<file path="src/rtl/sector_seq_pkg.sv">
package sector_seq_pkg;

    typedef enum logic [1:0] {
        ST_IDLE = 2'd0,
        ST_RUN  = 2'd1,
        ST_HOLD = 2'd2
    } seq_state_t;

    typedef struct packed {
        logic sel_ok;
        logic sel_blk;
        logic chain_set;
        logic hold;
        logic start;
    } ctl_fields_t;

endpackage

</file>
<file path="src/rtl/sector_seq_ctl_dec.sv">
module sector_seq_ctl_dec
    import sector_seq_pkg::*;
#(
    parameter int          CTL_W     = 32,
    parameter int          SEL_LSB   = 16,
    parameter int          CHAIN_BIT = 25,
    parameter int          HOLD_BIT  = 28,
    parameter int          GO_BIT    = 31,
    parameter logic [7:0]  BLK1_CODE = 8'h5A
) (
    input  logic [CTL_W-1:0] word,
    output ctl_fields_t      fields
);
    logic [7:0] sel;
    logic       unused_word;

    assign unused_word = ^word;

    always_comb begin
        sel              = word[SEL_LSB +: 8];
        fields.sel_ok    = (sel == 8'h00) || (sel == BLK1_CODE);
        fields.sel_blk   = (sel == BLK1_CODE);
        fields.chain_set = word[CHAIN_BIT];
        fields.hold      = word[HOLD_BIT];
        fields.start     = word[GO_BIT];
    end
endmodule

</file>
<file path="src/rtl/sector_seq_quirk.sv">
module sector_seq_quirk #(
    parameter int TRACK_W     = 12,
    parameter int QUIRK_TRACK = 6
) (
    input  logic [TRACK_W-1:0] track,
    input  logic               blk,
    input  logic               wr_mode,
    output logic               fail
);
    localparam logic [TRACK_W-1:0] QT = TRACK_W'(QUIRK_TRACK);

    assign fail = !wr_mode && (track == QT) && !blk;
endmodule

</file>
<file path="src/rtl/sector_seq_step.sv">
module sector_seq_step #(
    parameter int DATA_SECTORS = 85,
    parameter int C2_SECTORS   = 4,
    parameter int CNT_W        = 7
) (
    input  logic             do_step,
    input  logic             wr_mode,
    input  logic             fail,
    input  logic [CNT_W-1:0] sec,
    input  logic             blk,
    input  logic             chain_in,
    output logic [CNT_W-1:0] n_sec,
    output logic             n_blk,
    output logic             n_chain,
    output logic             set_dreq,
    output logic             clr_dreq,
    output logic             set_c2,
    output logic             set_int,
    output logic             stop,
    output logic             set_micro,
    output logic             rd_pulse,
    output logic             wr_pulse
);
    localparam int               GAP       = DATA_SECTORS + C2_SECTORS;
    localparam logic [CNT_W-1:0] LAST_DATA = CNT_W'(DATA_SECTORS);
    localparam logic [CNT_W-1:0] GAP_C     = CNT_W'(GAP);
    localparam logic [CNT_W-1:0] ONE       = CNT_W'(1);

    always_comb begin
        n_sec     = sec;
        n_blk     = blk;
        n_chain   = chain_in;
        set_dreq  = 1'b0;
        clr_dreq  = 1'b0;
        set_c2    = 1'b0;
        set_int   = 1'b0;
        stop      = 1'b0;
        set_micro = 1'b0;
        rd_pulse  = 1'b0;
        wr_pulse  = 1'b0;
        if (do_step) begin
            if (wr_mode) begin
                set_int = 1'b1;
                if (sec == '0) begin
                    n_sec    = ONE;
                    set_dreq = 1'b1;
                end else if (sec < LAST_DATA) begin
                    wr_pulse = 1'b1;
                    n_sec    = sec + ONE;
                    set_dreq = 1'b1;
                end else if (sec == LAST_DATA) begin
                    wr_pulse = 1'b1;
                    if (chain_in) begin
                        n_blk    = !blk;
                        n_sec    = ONE;
                        n_chain  = 1'b0;
                        set_dreq = 1'b1;
                    end else begin
                        n_sec = sec + ONE;
                        stop  = 1'b1;
                    end
                end
            end else if (fail) begin
                clr_dreq  = 1'b1;
                set_micro = 1'b1;
            end else begin
                set_int = 1'b1;
                if (sec < LAST_DATA) begin
                    rd_pulse = 1'b1;
                    n_sec    = sec + ONE;
                    set_dreq = 1'b1;
                end else if (sec < GAP_C) begin
                    n_sec  = sec + ONE;
                    set_c2 = ((sec + ONE) == GAP_C);
                end else if (chain_in) begin
                    n_blk   = !blk;
                    n_sec   = '0;
                    n_chain = 1'b0;
                end else begin
                    stop = 1'b1;
                end
            end
        end
    end
endmodule

</file>
<file path="src/rtl/sector_seq.sv">
module sector_seq
    import sector_seq_pkg::*;
#(
    parameter int  DATA_SECTORS = 85,
    parameter int  C2_SECTORS   = 4,
    parameter int  TRACK_W      = 12,
    parameter int  QUIRK_TRACK  = 6,
    parameter int  CTL_W        = 32,
    localparam int GAP          = DATA_SECTORS + C2_SECTORS,
    localparam int CNT_W        = $clog2(GAP + 1)
) (
    input  logic               clk,
    input  logic               rst_n,
    input  logic               ctl_wr,
    input  logic [CTL_W-1:0]   ctl_word,
    input  logic               adv,
    input  logic               data_svc,
    input  logic               c2_svc,
    input  logic               stat_rd,
    input  logic               wr_mode,
    input  logic [TRACK_W-1:0] track,
    output logic               running,
    output logic               chain,
    output logic               data_req,
    output logic               c2_xfer,
    output logic               bm_int,
    output logic               micro_err,
    output logic               align_err,
    output logic [CNT_W-1:0]   sector,
    output logic               block,
    output logic               rd_stb,
    output logic               wr_stb
);
    localparam logic [CNT_W-1:0] LAST_DATA = CNT_W'(DATA_SECTORS);

    seq_state_t       state_q, p_state, n_state;
    logic [CNT_W-1:0] sec_q, p_sec, s_sec;
    logic             blk_q, p_blk, s_blk;
    logic             chain_q, p_chain, s_chain;
    logic             dreq_q, p_dreq, n_dreq;
    logic             c2_q, p_c2;
    logic             int_q, p_int;
    logic             micro_q, p_micro;
    logic             aerr_q, p_aerr;
    logic             rd_q, wr_q;
    logic             stat_hit, go, do_step, quirk_fail;
    logic             s_set_dreq, s_clr_dreq, s_set_c2, s_set_int;
    logic             s_stop, s_set_micro, s_rd, s_wr;
    ctl_fields_t      cf;

    sector_seq_ctl_dec #(.CTL_W(CTL_W)) u_dec (
        .word   (ctl_word),
        .fields (cf)
    );

    sector_seq_quirk #(.TRACK_W(TRACK_W), .QUIRK_TRACK(QUIRK_TRACK)) u_quirk (
        .track   (track),
        .blk     (p_blk),
        .wr_mode (wr_mode),
        .fail    (quirk_fail)
    );

    sector_seq_step #(
        .DATA_SECTORS (DATA_SECTORS),
        .C2_SECTORS   (C2_SECTORS),
        .CNT_W        (CNT_W)
    ) u_step (
        .do_step   (do_step),
        .wr_mode   (wr_mode),
        .fail      (quirk_fail),
        .sec       (p_sec),
        .blk       (p_blk),
        .chain_in  (p_chain),
        .n_sec     (s_sec),
        .n_blk     (s_blk),
        .n_chain   (s_chain),
        .set_dreq  (s_set_dreq),
        .clr_dreq  (s_clr_dreq),
        .set_c2    (s_set_c2),
        .set_int   (s_set_int),
        .stop      (s_stop),
        .set_micro (s_set_micro),
        .rd_pulse  (s_rd),
        .wr_pulse  (s_wr)
    );

    // Host clears and control-word effects, ahead of the sector step.
    always_comb begin : pre_step
        p_state  = state_q;
        p_sec    = sec_q;
        p_blk    = blk_q;
        p_chain  = chain_q;
        p_dreq   = dreq_q;
        p_c2     = c2_q;
        p_int    = int_q;
        p_micro  = micro_q;
        p_aerr   = aerr_q;
        go       = 1'b0;
        stat_hit = stat_rd && int_q && (sec_q > LAST_DATA);
        if (data_svc) begin
            p_dreq = 1'b0;
            p_int  = 1'b0;
        end
        if (c2_svc) begin
            p_c2  = 1'b0;
            p_int = 1'b0;
        end
        if (stat_hit) p_int = 1'b0;
        if (ctl_wr) begin
            if (cf.sel_ok) begin
                p_blk = cf.sel_blk;
                p_sec = '0;
            end else begin
                p_aerr = 1'b1;
            end
            if (cf.chain_set) p_chain = 1'b1;
            if (cf.hold) begin
                p_state = ST_HOLD;
            end else begin
                if (state_q == ST_HOLD) begin
                    p_dreq  = 1'b0;
                    p_c2    = 1'b0;
                    p_int   = 1'b0;
                    p_aerr  = 1'b0;
                    p_micro = 1'b0;
                    p_chain = 1'b0;
                    p_sec   = '0;
                    p_blk   = 1'b0;
                    p_state = ST_IDLE;
                end
                if (cf.start) begin
                    p_state = ST_RUN;
                    go      = 1'b1;
                end
            end
        end
        do_step = go || ((adv || stat_hit) && (state_q == ST_RUN) && (p_state == ST_RUN));
    end

    always_comb begin : post_step
        n_state = p_state;
        n_dreq  = p_dreq;
        if (s_clr_dreq) n_dreq = 1'b0;
        if (s_set_dreq) n_dreq = 1'b1;
        if (s_stop)     n_state = ST_IDLE;
    end

    always_ff @(posedge clk or negedge rst_n) begin : state_reg
        if (!rst_n) begin
            state_q <= ST_IDLE;
            sec_q   <= '0;
            blk_q   <= 1'b0;
            chain_q <= 1'b0;
            dreq_q  <= 1'b0;
            c2_q    <= 1'b0;
            int_q   <= 1'b0;
            micro_q <= 1'b0;
            aerr_q  <= 1'b0;
            rd_q    <= 1'b0;
            wr_q    <= 1'b0;
        end else begin
            state_q <= n_state;
            sec_q   <= s_sec;
            blk_q   <= s_blk;
            chain_q <= s_chain;
            dreq_q  <= n_dreq;
            c2_q    <= p_c2 | s_set_c2;
            int_q   <= p_int | s_set_int;
            micro_q <= p_micro | s_set_micro;
            aerr_q  <= p_aerr;
            rd_q    <= s_rd;
            wr_q    <= s_wr;
        end
    end

    always_comb begin : out_dec
        unique case (state_q)
            ST_RUN:           running = 1'b1;
            ST_IDLE, ST_HOLD: running = 1'b0;
            default:          running = 1'b0;
        endcase
        chain     = chain_q;
        data_req  = dreq_q;
        c2_xfer   = c2_q;
        bm_int    = int_q;
        micro_err = micro_q;
        align_err = aerr_q;
        sector    = sec_q;
        block     = blk_q;
        rd_stb    = rd_q;
        wr_stb    = wr_q;
    end
endmodule

</file>
<file path="config.mk">
export PLATFORM = sky130hd
export DESIGN_NAME = sector_seq
export DESIGN_NICKNAME = d
export VERILOG_FILES = /design/src/rtl/sector_seq_pkg.sv /design/src/rtl/sector_seq_ctl_dec.sv /design/src/rtl/sector_seq_quirk.sv /design/src/rtl/sector_seq_step.sv /design/src/rtl/sector_seq.sv
export SDC_FILE = /design/constraint.sdc
export NUM_CORES = 1
export LEC_CHECK = 0
export BUFFER_PORTS_ARGS = -buffer_cell sky130_fd_sc_hd__buf_2
export CAP_MARGIN = 20
export CORE_UTILIZATION = 30
export DETAILED_ROUTE_END_ITERATION = 8
export PLACE_DENSITY = 0.57
export SLEW_MARGIN = 20
export SYNTH_ARGS = -nofsm -noshare
export SYNTH_HDL_FRONTEND = slang
export SYNTH_HIERARCHICAL = 1
export SYNTH_SLANG_ARGS = --single-unit
</file>
<file path="constraint.sdc">
create_clock -name clk -period 3.1 [get_ports clk]
set_input_delay 0.465 -clock clk [delete_from_list [all_inputs] [get_ports clk]]
set_output_delay 0.465 -clock clk [all_outputs]
set_load 0.01 [all_outputs]
</file>
# == Word-level counts from Yosys, hierarchy flattened ==
# Cells that the tools add are included.
# word_totals
register_bits,18
# classes
reduce_logical,13
bitwise,3
muxes,105
order_cmp,3
addsub,1
n_eq_ne,7
# ops
op,count
$mux W7,14
$mux W1,86
$eq A7 B7 Y1 const B,2
$lt A7 B7 Y1 const B,2
$eq A12 B3 Y1 const B,1
$mux W2,5
$eq A8 B7 Y1 const B,1
$logic_not A8 Y1,1
$add A7 B1 Y7 const B,1
$gt A7 B7 Y1 const B,1
$logic_not A7 Y1,1
$logic_and A1 B1 Y1,6
$eq A2 B1 Y1 const B,2
$logic_or A1 B1 Y1,3
$or A1 B1 Y1,3
$eq A2 B2 Y1 const B,1
$logic_not A1 Y1,2

# == Logic depth before layout (Yosys ltp) ==
# depth
depth_word,14
mapped_depth,13

# == By module ==
# The synthesis kept the hierarchy.
# by_module_without_submodules
module,seq_area_each_um2,area_per_inst_um2,instances,cells_per_inst
sector_seq_step,0.0,903.4,1,135
sector_seq,450.4,733.2,1,60
sector_seq_ctl_dec,0.0,52.6,1,8
sector_seq_quirk,0.0,36.3,1,5

# == Least setup slack after synthesis ==
# Ideal clock, no wire load.
# synth_timing
path_kind,in2reg
start,input ctl_word[16]
end,register sec_q[4] (netlist: sector[4])
required_time_ps,2970
path_slack_ps,96
arrival_ps,2874
path_stages,11
setup_time_ps,130
cell_sequence,or4_1 > a21oi_1 > o21ai_2 > o2bb2ai_1 > nor4_1 > and4_1 > clkbuf_1 > nor2_1 > and3_2 > a221oi_2 > mux2i_1
# synth_rtl
element,line,source
start: declaration,sector_seq.sv:15,"input logic [CTL_W-1:0] ctl_word,"
end signal: assignment,sector_seq.sv:163,sec_q <= s_sec;
end: declaration,sector_seq.sv:37,"logic [CNT_W-1:0] sec_q, p_sec, s_sec;"

==> impl_metrics.env <==
export IMPL_die_width_um=77.84
export IMPL_route_detailed_vias_per_inst=5.230
export IMPL_first_pass_iters=5
export IMPL_tritoncts="built"
export IMPL_synth_area_per_inst_um2=8.295
export IMPL_cts_buffer_depth=2
export IMPL_share_seq_of_total_power=0.293
export IMPL_p_leak_nw=1.050
export IMPL_port_buffers=47
export IMPL_r2r_start="state_q[1]$_DFF_PN0_"
export IMPL_timing_reg2reg_setup_slack_ns=0.57
export IMPL_synthesis_yosys_warnings=6
export IMPL_post_synth_main_area_contributors="sky130_fd_sc_hd__dfrtp_1 (26%), sky130_fd_sc_hd__a21oi_1 (3.8%), sky130_fd_sc_hd__nand3_1 (3.2%), sky130_fd_sc_hd__and2_2 (3.0%), sky130_fd_sc_hd__nand2_1 (3.0%)"
export IMPL_final_hold_violation_count=0
export IMPL_core_area_mm2=0.005540
export IMPL_worst_endpoint_arrival_ns=3.03
export IMPL_crit_path_end_kind="register"
export IMPL_synth_yosys_seq_area_share=0.2611
export IMPL_n_fill_cell=592
export IMPL_maximum_number_of_pins_on_one_net_before_global_route_repair=19
export IMPL_max_slew_vio_count=0
export IMPL_yosys_area_top_type="sky130_fd_sc_hd__dfrtp_1"
export IMPL_global_route_wire_length_before_repair_mm=8.211
export IMPL_max_freq_mhz=347.2
export IMPL_p_clk_frac=0.200
export IMPL_async_s_r_ff_share_synth=1.000
export IMPL_netlist_cell_type_count=68
export IMPL_crit_reg2reg_capture="sector[6]$_DFF_PN0_"
export IMPL_p_per_area_mw_per_mm2=419.7
export IMPL_max_slew_worst_pin_slew_ns=0.4121
export IMPL_htreeDepth=1
export IMPL_synth_top_area_frac=0.2611
export IMPL_critical_setup_path_class="in2reg"
export IMPL_drc_errors=0
export IMPL_ant_nets=0
export IMPL_grt_overflow_total=0
export IMPL_route_layer_met1_wl_mm=2.344
export IMPL_post_route_util=0.4090
export IMPL_place_detailed_instances=344
export IMPL_clk_pin_slew_ns=0.07
export IMPL_dr_total_vias=1820
export IMPL_clock_sink_count=18
export IMPL_post_synth_inst_count=208
export IMPL_floorplan_io_pins=69
export IMPL_die_y_um=77.84
export IMPL_grt_util_all_layers=0.1704
export IMPL_antenna_found_initial=0
export IMPL_netSwitchingFraction=0.3742
export IMPL_area_growth_synth_to_final_pct=31.33
export IMPL_timing_max_slew_rel_slack=0.7253
export IMPL_effective_utilization_at_floorplan=0.3114
export IMPL_finalSetupViolations=0
export IMPL_largest_register_ffs=7
export IMPL_synthesized_cell_area_mm2=0.001725
export IMPL_clk_lat_worst_skew_ns=0.25
export IMPL_worstRegToRegCells=10
export IMPL_die_area_mm2=0.006058
export IMPL_num_rows=27
export IMPL_post_route_cells_drive_above_1_share=0.4094
export IMPL_grt_pass1_vias=1674
export IMPL_layout_nets=333
export IMPL_cts_made_buffers=3
export IMPL_hp_class="in2async"
export IMPL_dp_hpwl_mm=3.995
export IMPL_wl_per_cell_um=14.16
export IMPL_synth_nets=264
export IMPL_timing_final_crit_share=0.9290
export IMPL_cts_setup_buffers=0
export IMPL_total_power_mw=0.9511
export IMPL_critical_path_peak_fanout=8
export IMPL_part_of_the_power_in_combinational_logic=0.506
export IMPL_first_iter_violations=100
export IMPL_netlist_top_cells_count="sky130_fd_sc_hd__dfrtp_1 (18), sky130_fd_sc_hd__nand2_1 (14), sky130_fd_sc_hd__a21oi_1 (13)"
export IMPL_instances_no_fill=348
export IMPL_power_switching_mw=0.3559
export IMPL_ir_drop_mv=0.1650
export IMPL_synth_enable_flop_cells=0
export IMPL_status="complete, no violations"
export IMPL_cts_root_buf="sky130_fd_sc_hd__clkbuf_8"
export IMPL_synth_main_ff_cell="sky130_fd_sc_hd__dfrtp_1"
export IMPL_rsz0062_at_grt="false"
export IMPL_met3RoutedLength_um=200
export IMPL_final_critical_path_required_period_ns=2.880
export IMPL_drt_total_wl_mm=4.926
export IMPL_final_setup_skew_ns=0.002175
export IMPL_insertedDiodeCount=0
export IMPL_top_layer="met4"
export IMPL_detailroute_wirelength_met2_mm=2.354
export IMPL_place_congestion=0.9179
export IMPL_postSynthRegisterBits=18
export IMPL_worstPathRequired_ns=3.25
export IMPL_cap_violations=0
export IMPL_p_int_mw=0.5952
export IMPL_worstSetupStartpointType="input port"
export IMPL_synth_most_common_cell="sky130_fd_sc_hd__dfrtp_1"
[how the worst max path moves through the flow]
stage / startpoint / end / slack, ns
3_3_place_gp: ctl_word[17] / sector[6]$_DFF_PN0_ / -0.1
2_1_floorplan: ctl_word[16] / sector[4]$_DFF_PN0_ / 0.1
4_1_cts: ctl_word[17] / state_q[0]$_DFF_PN0_ / 0.1
3_5_place_dp: ctl_word[17] / state_q[0]$_DFF_PN0_ / -0.16
5_1_grt: ctl_word[17] / sector[2]$_DFF_PN0_ / 0.03
6_report: ctl_word[17] / sector[6]$_DFF_PN0_ / 0.22
[routing by layer]
metal | track usage | vias up
li1 | - | 913
met2 | 0.2858 | 48
met3 | 0.01294 | 2
met4 | 0.04906 | 0
met1 | 0.2321 | 857
met5 | 0 | -
[repair_timing]
item	4_1_cts	5_1_grt
resized for setup	0	2
hold buffers	0	0
setup endpoints to repair	0	7
[final cells by class]
class	instances	area (µm²)	share of cell area
multi-input combinational	163	1142	0.5041
timing repair buffer	81	490.5	0.2165
sequential	18	450.4	0.1988
tap	72	90.09	0.03976
clock buffer	4	55.05	0.02430
inverter	10	37.54	0.01657
[critical path, cell delays in order]
cell and delay [ns]:
sky130_fd_sc_hd__buf_2 0.10, sky130_fd_sc_hd__or4_1 0.53, sky130_fd_sc_hd__a21oi_2 0.23, sky130_fd_sc_hd__o21ai_2 0.15
sky130_fd_sc_hd__and2_2 0.29, sky130_fd_sc_hd__ha_1 0.21, sky130_fd_sc_hd__and2_1 0.18, sky130_fd_sc_hd__and3_1 0.27
sky130_fd_sc_hd__a31oi_1 0.27, sky130_fd_sc_hd__a21oi_1 0.07, sky130_fd_sc_hd__o31ai_1 0.26
[placed cells by master (no fill, tap or decap), types with 7 or more instances in the layout]
cell                      synthesis  routed
sky130_fd_sc_hd__a21oi_1         13      12
sky130_fd_sc_hd__dfrtp_1         18      18
sky130_fd_sc_hd__nand3_1         11      11
sky130_fd_sc_hd__buf_2            6      47
sky130_fd_sc_hd__nand2_1         14      14
sky130_fd_sc_hd__and2_2           7       7
sky130_fd_sc_hd__buf_4            5      34
sky130_fd_sc_hd__o21ai_0          7       7
sky130_fd_sc_hd__nor2_1          11      11
sky130_fd_sc_hd__inv_1           10      10
[power by group through the flow]
| stage | combinational (mW) | clock, mW | sequential, mW |
|---|---|---|---|
| after global routing | 0.530 | 0.213 | 0.285 |
| final | 0.482 | 0.190 | 0.279 |
| after floorplan | 0.272 | 0 | 0.294 |
| after global placement | 0.474 | 0 | 0.284 |
| after detailed placement | 0.478 | 0 | 0.284 |
| after CTS | 0.479 | 0.199 | 0.279 |
[kinds of logic after synthesis]
| group | share of synthesized area |
|---|---|
| fa+ha+maj | 0.02901 |
| simple gates | 0.2879 |
| flops | 0.2611 |
| compound gates | 0.3234 |
| xor+xnor | 0.01015 |
| mux | 0.005802 |
| buf+inv | 0.08267 |
[per-stage QoR]
stage	hold slack (ns)	TNS [ns]	worst slack (ns)	instance area, µm²
finish	0.1354	0	0.2201	2266
floorplan	0.1694	0	0.09567	1725
global placement	0.4134	-0.4790	-0.09980	2201
detailed placement	0.4207	-0.9615	-0.1637	2201
global route	0.1580	0	0.03280	2266
CTS	0.1433	0	0.09723	2256
Note: power is estimated with default switching activity, not from simulation.
